## config.mk

```make
export PLATFORM = sky130hd
export DESIGN_NAME = fpx_status_unit
export DESIGN_NICKNAME = d
export VERILOG_FILES = /design/src/rtl/fpx_pkg.sv /design/src/rtl/fpx_cause_store.sv /design/src/rtl/fpx_fx_track.sv /design/src/rtl/fpx_summary.sv /design/src/rtl/fpx_status_unit.sv
export SDC_FILE = /design/constraint.sdc
export NUM_CORES = 1
export LEC_CHECK = 0
export CAP_MARGIN = 5
export CELL_PAD_IN_SITES_DETAIL_PLACEMENT = 1
export CELL_PAD_IN_SITES_GLOBAL_PLACEMENT = 2
export CORE_MARGIN = 8
export CORE_UTILIZATION = 27
export DETAILED_ROUTE_END_ITERATION = 16
export PLACE_DENSITY = 0.89
export SETUP_SLACK_MARGIN = 0.3
export SLEW_MARGIN = 40
export SYNTH_ARGS = -nofsm -noshare
export SYNTH_HDL_FRONTEND = slang
export SYNTH_HIERARCHICAL = 1
export SYNTH_SLANG_ARGS = --single-unit
```

## constraint.sdc

```tcl
create_clock -name clk -period 2.5 [get_ports clk]
set_input_delay 0.625 -clock clk [delete_from_list [all_inputs] [get_ports clk]]
set_output_delay 0.625 -clock clk [all_outputs]
set_load 0.03 [all_outputs]
```

## src/rtl/fpx_pkg.sv

```systemverilog
package fpx_pkg;
   // Number of non-invalid exception conditions held below the invalid causes
   localparam int unsigned NON_INV_W = 4;
   // Default number of individual invalid-operation causes
   localparam int unsigned N_INV_DEF = 9;
   // Trap enables: one for the invalid class plus one per non-invalid condition
   localparam int unsigned EN_W      = NON_INV_W + 1;

   // Positions of the ordinary conditions in the cause vector
   localparam int unsigned C_OVF  = 0;
   localparam int unsigned C_UNF  = 1;
   localparam int unsigned C_DZ   = 2;
   localparam int unsigned C_INX  = 3;

   // Positions in the enable vector
   localparam int unsigned E_INV  = 0;
   localparam int unsigned E_OVF  = 1;

   typedef enum logic [1:0] {
      UPD_HOLD  = 2'd0,
      UPD_MERGE = 2'd1,
      UPD_LOAD  = 2'd2
   } upd_kind_e;
endpackage

```

## src/rtl/fpx_cause_store.sv

```systemverilog
module fpx_cause_store
   import fpx_pkg::*;
#(
   parameter int unsigned CW = NON_INV_W + N_INV_DEF
) (
   input  logic          clk,
   input  logic          rst,
   input  logic          start_i,
   input  logic          done_i,
   input  logic [CW-1:0] flags_i,
   input  logic          sw_wr_i,
   input  logic [CW-1:0] sw_cause_i,
   output logic [CW-1:0] cause_q,
   output logic [CW-1:0] snap_q
);
   upd_kind_e     kind;
   logic [CW-1:0] cause_d;

   always_comb begin
      if (sw_wr_i)     kind = UPD_LOAD;
      else if (done_i) kind = UPD_MERGE;
      else             kind = UPD_HOLD;
   end

   always_comb begin
      unique case (kind)
         UPD_LOAD:  cause_d = sw_cause_i;
         UPD_MERGE: cause_d = cause_q | flags_i;
         default:   cause_d = cause_q;
      endcase
   end

   always_ff @(posedge clk) begin
      if (rst) cause_q <= '0;
      else     cause_q <= cause_d;
   end

   // Snapshot takes the register value ahead of this cycle's update
   always_ff @(posedge clk) begin
      if (rst)          snap_q <= '0;
      else if (start_i) snap_q <= cause_q;
   end
endmodule

```

## src/rtl/fpx_fx_track.sv

```systemverilog
module fpx_fx_track
   import fpx_pkg::*;
#(
   parameter int unsigned CW = NON_INV_W + N_INV_DEF
) (
   input  logic          clk,
   input  logic          rst,
   input  logic          done_i,
   input  logic          upd_fx_i,
   input  logic [CW-1:0] flags_i,
   input  logic [CW-1:0] cause_q,
   input  logic [CW-1:0] snap_q,
   input  logic          sw_wr_i,
   input  logic          sw_fx_i,
   output logic          fx_q
);
   logic [CW-1:0] merged;
   logic [CW-1:0] fresh;
   logic          raise;

   assign merged = cause_q | flags_i;
   assign fresh  = merged & ~snap_q;
   assign raise  = done_i & upd_fx_i & (|fresh);

   always_ff @(posedge clk) begin
      if (rst)          fx_q <= 1'b0;
      else if (sw_wr_i) fx_q <= sw_fx_i;
      else if (raise)   fx_q <= 1'b1;
   end
endmodule

```

## src/rtl/fpx_summary.sv

```systemverilog
module fpx_summary
   import fpx_pkg::*;
#(
   parameter int unsigned N_INV       = N_INV_DEF,
   parameter bit          REG_SUMMARY = 1'b0,
   localparam int unsigned CW         = NON_INV_W + N_INV
) (
   input  logic            clk,
   input  logic            rst,
   input  logic [CW-1:0]   cause_i,
   input  logic [EN_W-1:0] en_i,
   output logic            vx_o,
   output logic            fex_o
);
   logic vx_c;
   logic fex_c;

   assign vx_c  = |cause_i[CW-1:NON_INV_W];
   assign fex_c = (vx_c & en_i[E_INV]) |
                  (|(cause_i[NON_INV_W-1:0] & en_i[EN_W-1:E_OVF]));

   generate
      if (REG_SUMMARY) begin : g_reg
         logic vx_r;
         logic fex_r;
         always_ff @(posedge clk) begin
            if (rst) begin
               vx_r  <= 1'b0;
               fex_r <= 1'b0;
            end else begin
               vx_r  <= vx_c;
               fex_r <= fex_c;
            end
         end
         assign vx_o  = vx_r;
         assign fex_o = fex_r;
      end else begin : g_comb
         logic unused_clk_rst;
         assign unused_clk_rst = clk ^ rst;
         assign vx_o  = vx_c;
         assign fex_o = fex_c;
      end
   endgenerate
endmodule

```

## src/rtl/fpx_status_unit.sv

```systemverilog
module fpx_status_unit
   import fpx_pkg::*;
#(
   parameter int unsigned N_INV       = N_INV_DEF,
   parameter bit          REG_SUMMARY = 1'b0,
   localparam int unsigned CW         = NON_INV_W + N_INV
) (
   input  logic            clk,
   input  logic            rst,
   input  logic            start_i,
   input  logic            done_i,
   input  logic [CW-1:0]   flags_i,
   input  logic            upd_fx_i,
   input  logic            sw_wr_i,
   input  logic [CW-1:0]   sw_cause_i,
   input  logic            sw_fx_i,
   input  logic [EN_W-1:0] sw_en_i,
   output logic [CW-1:0]   cause_o,
   output logic            vx_o,
   output logic            fex_o,
   output logic            fx_o,
   output logic [EN_W-1:0] en_o
);
   generate
      if (N_INV < 1) begin : g_bad_ninv
         $error("fpx_status_unit: N_INV must be at least 1");
      end
      if (N_INV > 32) begin : g_big_ninv
         $error("fpx_status_unit: N_INV above 32 is not supported");
      end
   endgenerate

   logic [CW-1:0]   cause_q;
   logic [CW-1:0]   snap_q;
   logic            fx_q;
   logic [EN_W-1:0] en_q;

   fpx_cause_store #(.CW(CW)) u_store (
      .clk        (clk),
      .rst        (rst),
      .start_i    (start_i),
      .done_i     (done_i),
      .flags_i    (flags_i),
      .sw_wr_i    (sw_wr_i),
      .sw_cause_i (sw_cause_i),
      .cause_q    (cause_q),
      .snap_q     (snap_q)
   );

   fpx_fx_track #(.CW(CW)) u_fx (
      .clk      (clk),
      .rst      (rst),
      .done_i   (done_i & ~sw_wr_i),
      .upd_fx_i (upd_fx_i),
      .flags_i  (flags_i),
      .cause_q  (cause_q),
      .snap_q   (snap_q),
      .sw_wr_i  (sw_wr_i),
      .sw_fx_i  (sw_fx_i),
      .fx_q     (fx_q)
   );

   always_ff @(posedge clk) begin
      if (rst)          en_q <= '0;
      else if (sw_wr_i) en_q <= sw_en_i;
   end

   fpx_summary #(.N_INV(N_INV), .REG_SUMMARY(REG_SUMMARY)) u_sum (
      .clk     (clk),
      .rst     (rst),
      .cause_i (cause_q),
      .en_i    (en_q),
      .vx_o    (vx_o),
      .fex_o   (fex_o)
   );

   assign cause_o = cause_q;
   assign fx_o    = fx_q;
   assign en_o    = en_q;
endmodule

```

Word-level counts from Yosys, hierarchy flattened
Cells that the tools add are included.
{"block": "word_totals", "register_bits": 32, "input_bits": 38, "output_inout_bits": 21}
{"block": "op_classes", "eq_ne": 2, "mux": 5, "bitwise_logic": 10, "n_reduce_logical": 5}
{"cell": "$pmux W13 S2", "n": 1}
{"cell": "$and A13 B13 Y13", "n": 1}
{"cell": "$not A13 Y13", "n": 1}
{"cell": "$or A13 B13 Y13", "n": 1}
{"cell": "$reduce_or A13 Y1", "n": 1}
{"cell": "$reduce_or A9 Y1", "n": 1}
{"cell": "$and A1 B1 Y1", "n": 4}
{"cell": "$and A4 B4 Y4", "n": 1}
{"cell": "$reduce_bool A2 Y1", "n": 2}
{"cell": "$reduce_or A4 Y1", "n": 1}
{"cell": "$mux W1", "n": 3}
{"cell": "$eq A2 B1 Y1 const B", "n": 1}
{"cell": "$eq A2 B2 Y1 const B", "n": 1}
{"cell": "$mux W2", "n": 1}
{"cell": "$not A1 Y1", "n": 1}
{"cell": "$or A1 B1 Y1", "n": 1}

Logic depth before layout (Yosys ltp)
{"block": "depth", "depth_word": 6, "ltp_mapped": 6, "ltp_nobuf": 5}

Hierarchy
The synthesis kept the hierarchy.
{"mod": "fpx_cause_store", "n_inst": 1, "cells_each": 99, "area_per_inst_um2": 1129.8, "seq_area_each_um2": 520.5}
{"mod": "fpx_status_unit", "n_inst": 1, "cells_each": 17, "area_per_inst_um2": 188.9, "seq_area_each_um2": 100.1}
{"mod": "fpx_fx_track", "n_inst": 1, "cells_each": 28, "area_per_inst_um2": 153.9, "seq_area_each_um2": 20.0}
{"mod": "fpx_summary", "n_inst": 1, "cells_each": 8, "area_per_inst_um2": 46.3, "seq_area_each_um2": 0.0}

Least setup slack after synthesis
No wires, ideal clock.
{"block": "synth_timing", "path_type": "register to output", "from": "register u_store.cause_q[8]", "to": "output fex_o", "t_arrival_ns": 1.399, "t_required_ns": 1.875, "setup_slack_ns": 0.476, "path_stages_with_launch": 4, "path_buffers": 0, "cell_sequence": "dfxtp_1 > nor4_1 > nand3_1 > a21o_1"}
{"block": "synth_via", "elab_chain_len": 3}
{"item": "start: declaration", "line": "fpx_cause_store.sv:13", "rtl": "output logic [CW-1:0] cause_q,"}
{"item": "start signal: assignment", "line": "fpx_cause_store.sv:35", "rtl": "else cause_q <= cause_d;"}
{"item": "$reduce_or A9 Y1", "line": "fpx_summary.sv:18", "rtl": "assign vx_c = |cause_i[CW-1:NON_INV_W];"}
{"item": "via vx_o", "line": "fpx_status_unit.sv:19", "rtl": "output logic vx_o,"}
{"item": "$and A1 B1 Y1", "line": "fpx_summary.sv:19", "rtl": "assign fex_c = (vx_c & en_i[E_INV]) |"}
{"item": "$or A1 B1 Y1", "line": "fpx_summary.sv:19"}
{"item": "end: declaration", "line": "fpx_status_unit.sv:20", "rtl": "output logic fex_o,"}
The timed path passes the listed nets, and every way through them passes these cells.

Final worst setup path
{"block": "layout_timing", "from": "register u_store.cause_q[12]", "to": "output fex_o"}
{"block": "layout_via", "elab_chain_len": 3}
{"item": "$reduce_or A9 Y1", "line": "fpx_summary.sv:18"}
{"item": "$and A1 B1 Y1", "line": "fpx_summary.sv:19"}
{"item": "$or A1 B1 Y1", "line": "fpx_summary.sv:19"}
No other way between the ends.

==> qor.yml <==
cp_num_buf_inv: 1
htreeDepth: 2
fin_util_pct: 40.86
synthFlopType: "dfxtp_1"
post_cts_buffers: 0
path_class: "register to output pin"
yosys_warnings: 6
timing_hold_violations_final: 0
antenna_found_initial: 0
core_area_sq_um: 5473
cts_buffers: 5
ys_ff_latch: 32
setup_viol: 0
drtIter0Drc: 49
placementRows: 27
clkTransAtPathRegs_ns: 0.06
p_clk_share_pct: 31.4
rsz0062_at_grt: "false"
setup_tns_ns: 0
worstPathArrival_ns: 1.47
multi_input_area_sq_um: 802.0
skew_ns: 0.004702
route.detailed.drc: 0
dieWidth_microns: 91.01
post-synth-top-area-fraction_pct: 42.17
yosysUniqueCellTypes: 24
insertion_delay_ns: 0.28
ios: 59
nFillCells: 652
synth_common_cells: "nor2_1 (34), dfxtp_1 (32), mux2i_1 (18)"
clkSinkCount: 32
netlist_instances: 152
area_growth_syn_to_layout_pct: 47.20
place_inst: 278
internal_power_w: 0.0009163
grt_use_met2_pct: 18.32
grt_overflow: 0
syn_avg_cell_area_sq_um: 9.993
grt_pass1_vias: 1519
met1_usage_pct: 13.37
timing.fmax_ghz: 0.4771
fin_crit_ns: 2.096
final_cells: 286
regArea_sq_um: 641.9
diodes: 0
cp_max_fo: 5
ir_drop_mv: 0.2946
routed_wl_mm: 4.606
async_flop_share_pct: 0
drt_first_pass_iters: 4
leakagePower_nw: 0.8393
top_usage_layer: "met2"
worst_path_max_delay_cell: "dfxtp_2"
ctsLongestPathBuffers: 2
initial_core_util_pct: 27.75
synth.largest_area_cell: "dfxtp_1"
gp_congestion: 0.7352
synth_edf_count: 0
port_buffers: 58
slew_violations: 0
synth_most_common_cell: "nor2_1"
crit_required_ns: 1.88
fp.dieH_microns: 91.01
p_comb_share_pct: 23.2
path_cells: "nor4_2 > nand3_1 > a21o_1 > clkbuf_2"
dieArea_sq_um: 8282
track_usage_pct: 11.38
drive_gt1_share_pct: 19.63
p_per_area_nw_per_um2: 569.6
use_met3_pct: 5.021
grt_max_degree: 33
seqPwrFrac_pct: 45.4
ys_top_cells_by_area: "dfxtp_1 (42%), mux2i_1 (12%), nor2_1 (8.4%)"
syn_area_sq_um: 1519
status: "finished clean"
period_share_pct: 83.85
cp-start-kind: "register"
ys_seq_area_share_pct: 42.17
dpl.hpwl_mm: 3.546
max_stage_delay_ns: 0.35
ant_nets: 0
p_sw_w: 0.0003572
holdWs_ns: 0.4991
wl_per_cell_microns: 16.10
nets: 251
worst_slew_pin_slew_ns: 0.4171
synth_fp_nets: 190
vias_per_cell: 4.678
cp_top_family: "simple AND/OR/NAND/NOR gates"
postPlaceCellArea_sq_um: 2145
num_vias: 1338
cp-end-kind: "output pin"
min_path_type: "register to register"
cts_tree: "done"
cap_violations: 0
fin_area_sq_um: 2236
grt_pass1_wl_mm: 7.596
max-slew-margin-rel_pct: 72.20
root_buffer: "clkbuf_8"
switching_share_pct: 28.05
==> worst register-to-register path: cells and delay by family (launching register included) <==
kind	cells	cell delay, ns
simple gates	2	0.40
flops	1	0.36
compound gates	2	0.21
==> area by class of cell <==
| type | instances | area share (%) |
|---|---|---|
| Sequential cell | 32 | 28.71 |
| Timing Repair Buffer | 63 | 27.36 |
| Clock buffer | 8 | 4.029 |
| Tap cell | 72 | 4.029 |
| Multi-Input combinational cell | 111 | 35.87 |
==> power groups by stage <==
stage               Sequential [W]  Clock, W  Combinational, W
finish                    0.000579  0.000400          0.000295
global route              0.000584  0.000443          0.000316
CTS                       0.000578  0.000414          0.000299
detailed placement        0.000589         0          0.000299
global placement          0.000587         0          0.000298
floorplan                 0.000624         0          0.000119
==> worst paths after layout <==
kind,from,end,slack [ns],cells after the start
max,u_store/cause_q[12],fex_o,0.40,4
min,u_store/snap_q[6],u_store/snap_q[6],0.50,2
max reg2reg,u_store/cause_q[1],u_fx/fx_q,1.40,4
min reg2reg,u_store/snap_q[6],u_store/snap_q[6],0.50,2
==> timing repair <==
item,CTS,global route
gates resized for setup,2,4
endpoints found under the setup margin,2,2
pin swaps,0,2
hold buffers,0,0
==> registers in the layout, summed over array words and instances, names as in the netlist <==
name and flops:
u_store/snap_q 13, u_store/cause_q 13, en_o 5, u_fx/fx_q 1
==> placed cells by master (no fill, tap or decap), drive strengths merged <==
master and instances:
a211oi 14, dlygate4sd2 1, o21ai 1, clkbuf 9, a21oi 2, buf 5, a22oi 2, nor2b 13
o22ai 6, nor2 34, nand2 1, clkdlybuf4s50 56, mux2i 18, a21o 1, nor3 15, nor4 2
and2b 1, nand3 1, dfxtp 32
==> through the flow <==
stage,setup WS (ns),power (W)
2_1_floorplan,0.4757,0.0007432
3_3_place_gp,0.3037,0.0008850
3_5_place_dp,0.2238,0.0008884
4_1_cts,0.1547,0.001291
5_1_grt,0.3156,0.001343
6_report,0.4038,0.001273
==> routing by layer <==
layer	routed length, microns	part of all wire (%)	vias to the layer above
met5	0	0	-
met4	50	1.1	0
met3	294	6.4	5
met2	2176	47	36
met1	2085	45	634
li1	-	-	663
==> kinds of logic after synthesis <==
family	synth area share, %
AND/OR/NAND/NOR	25.37
multiplexers	11.86
buffers and inverters	5.435
flip-flops	42.17
AO/OA/AOI/OAI	15.16
Power figures use the tool's default switching activity.
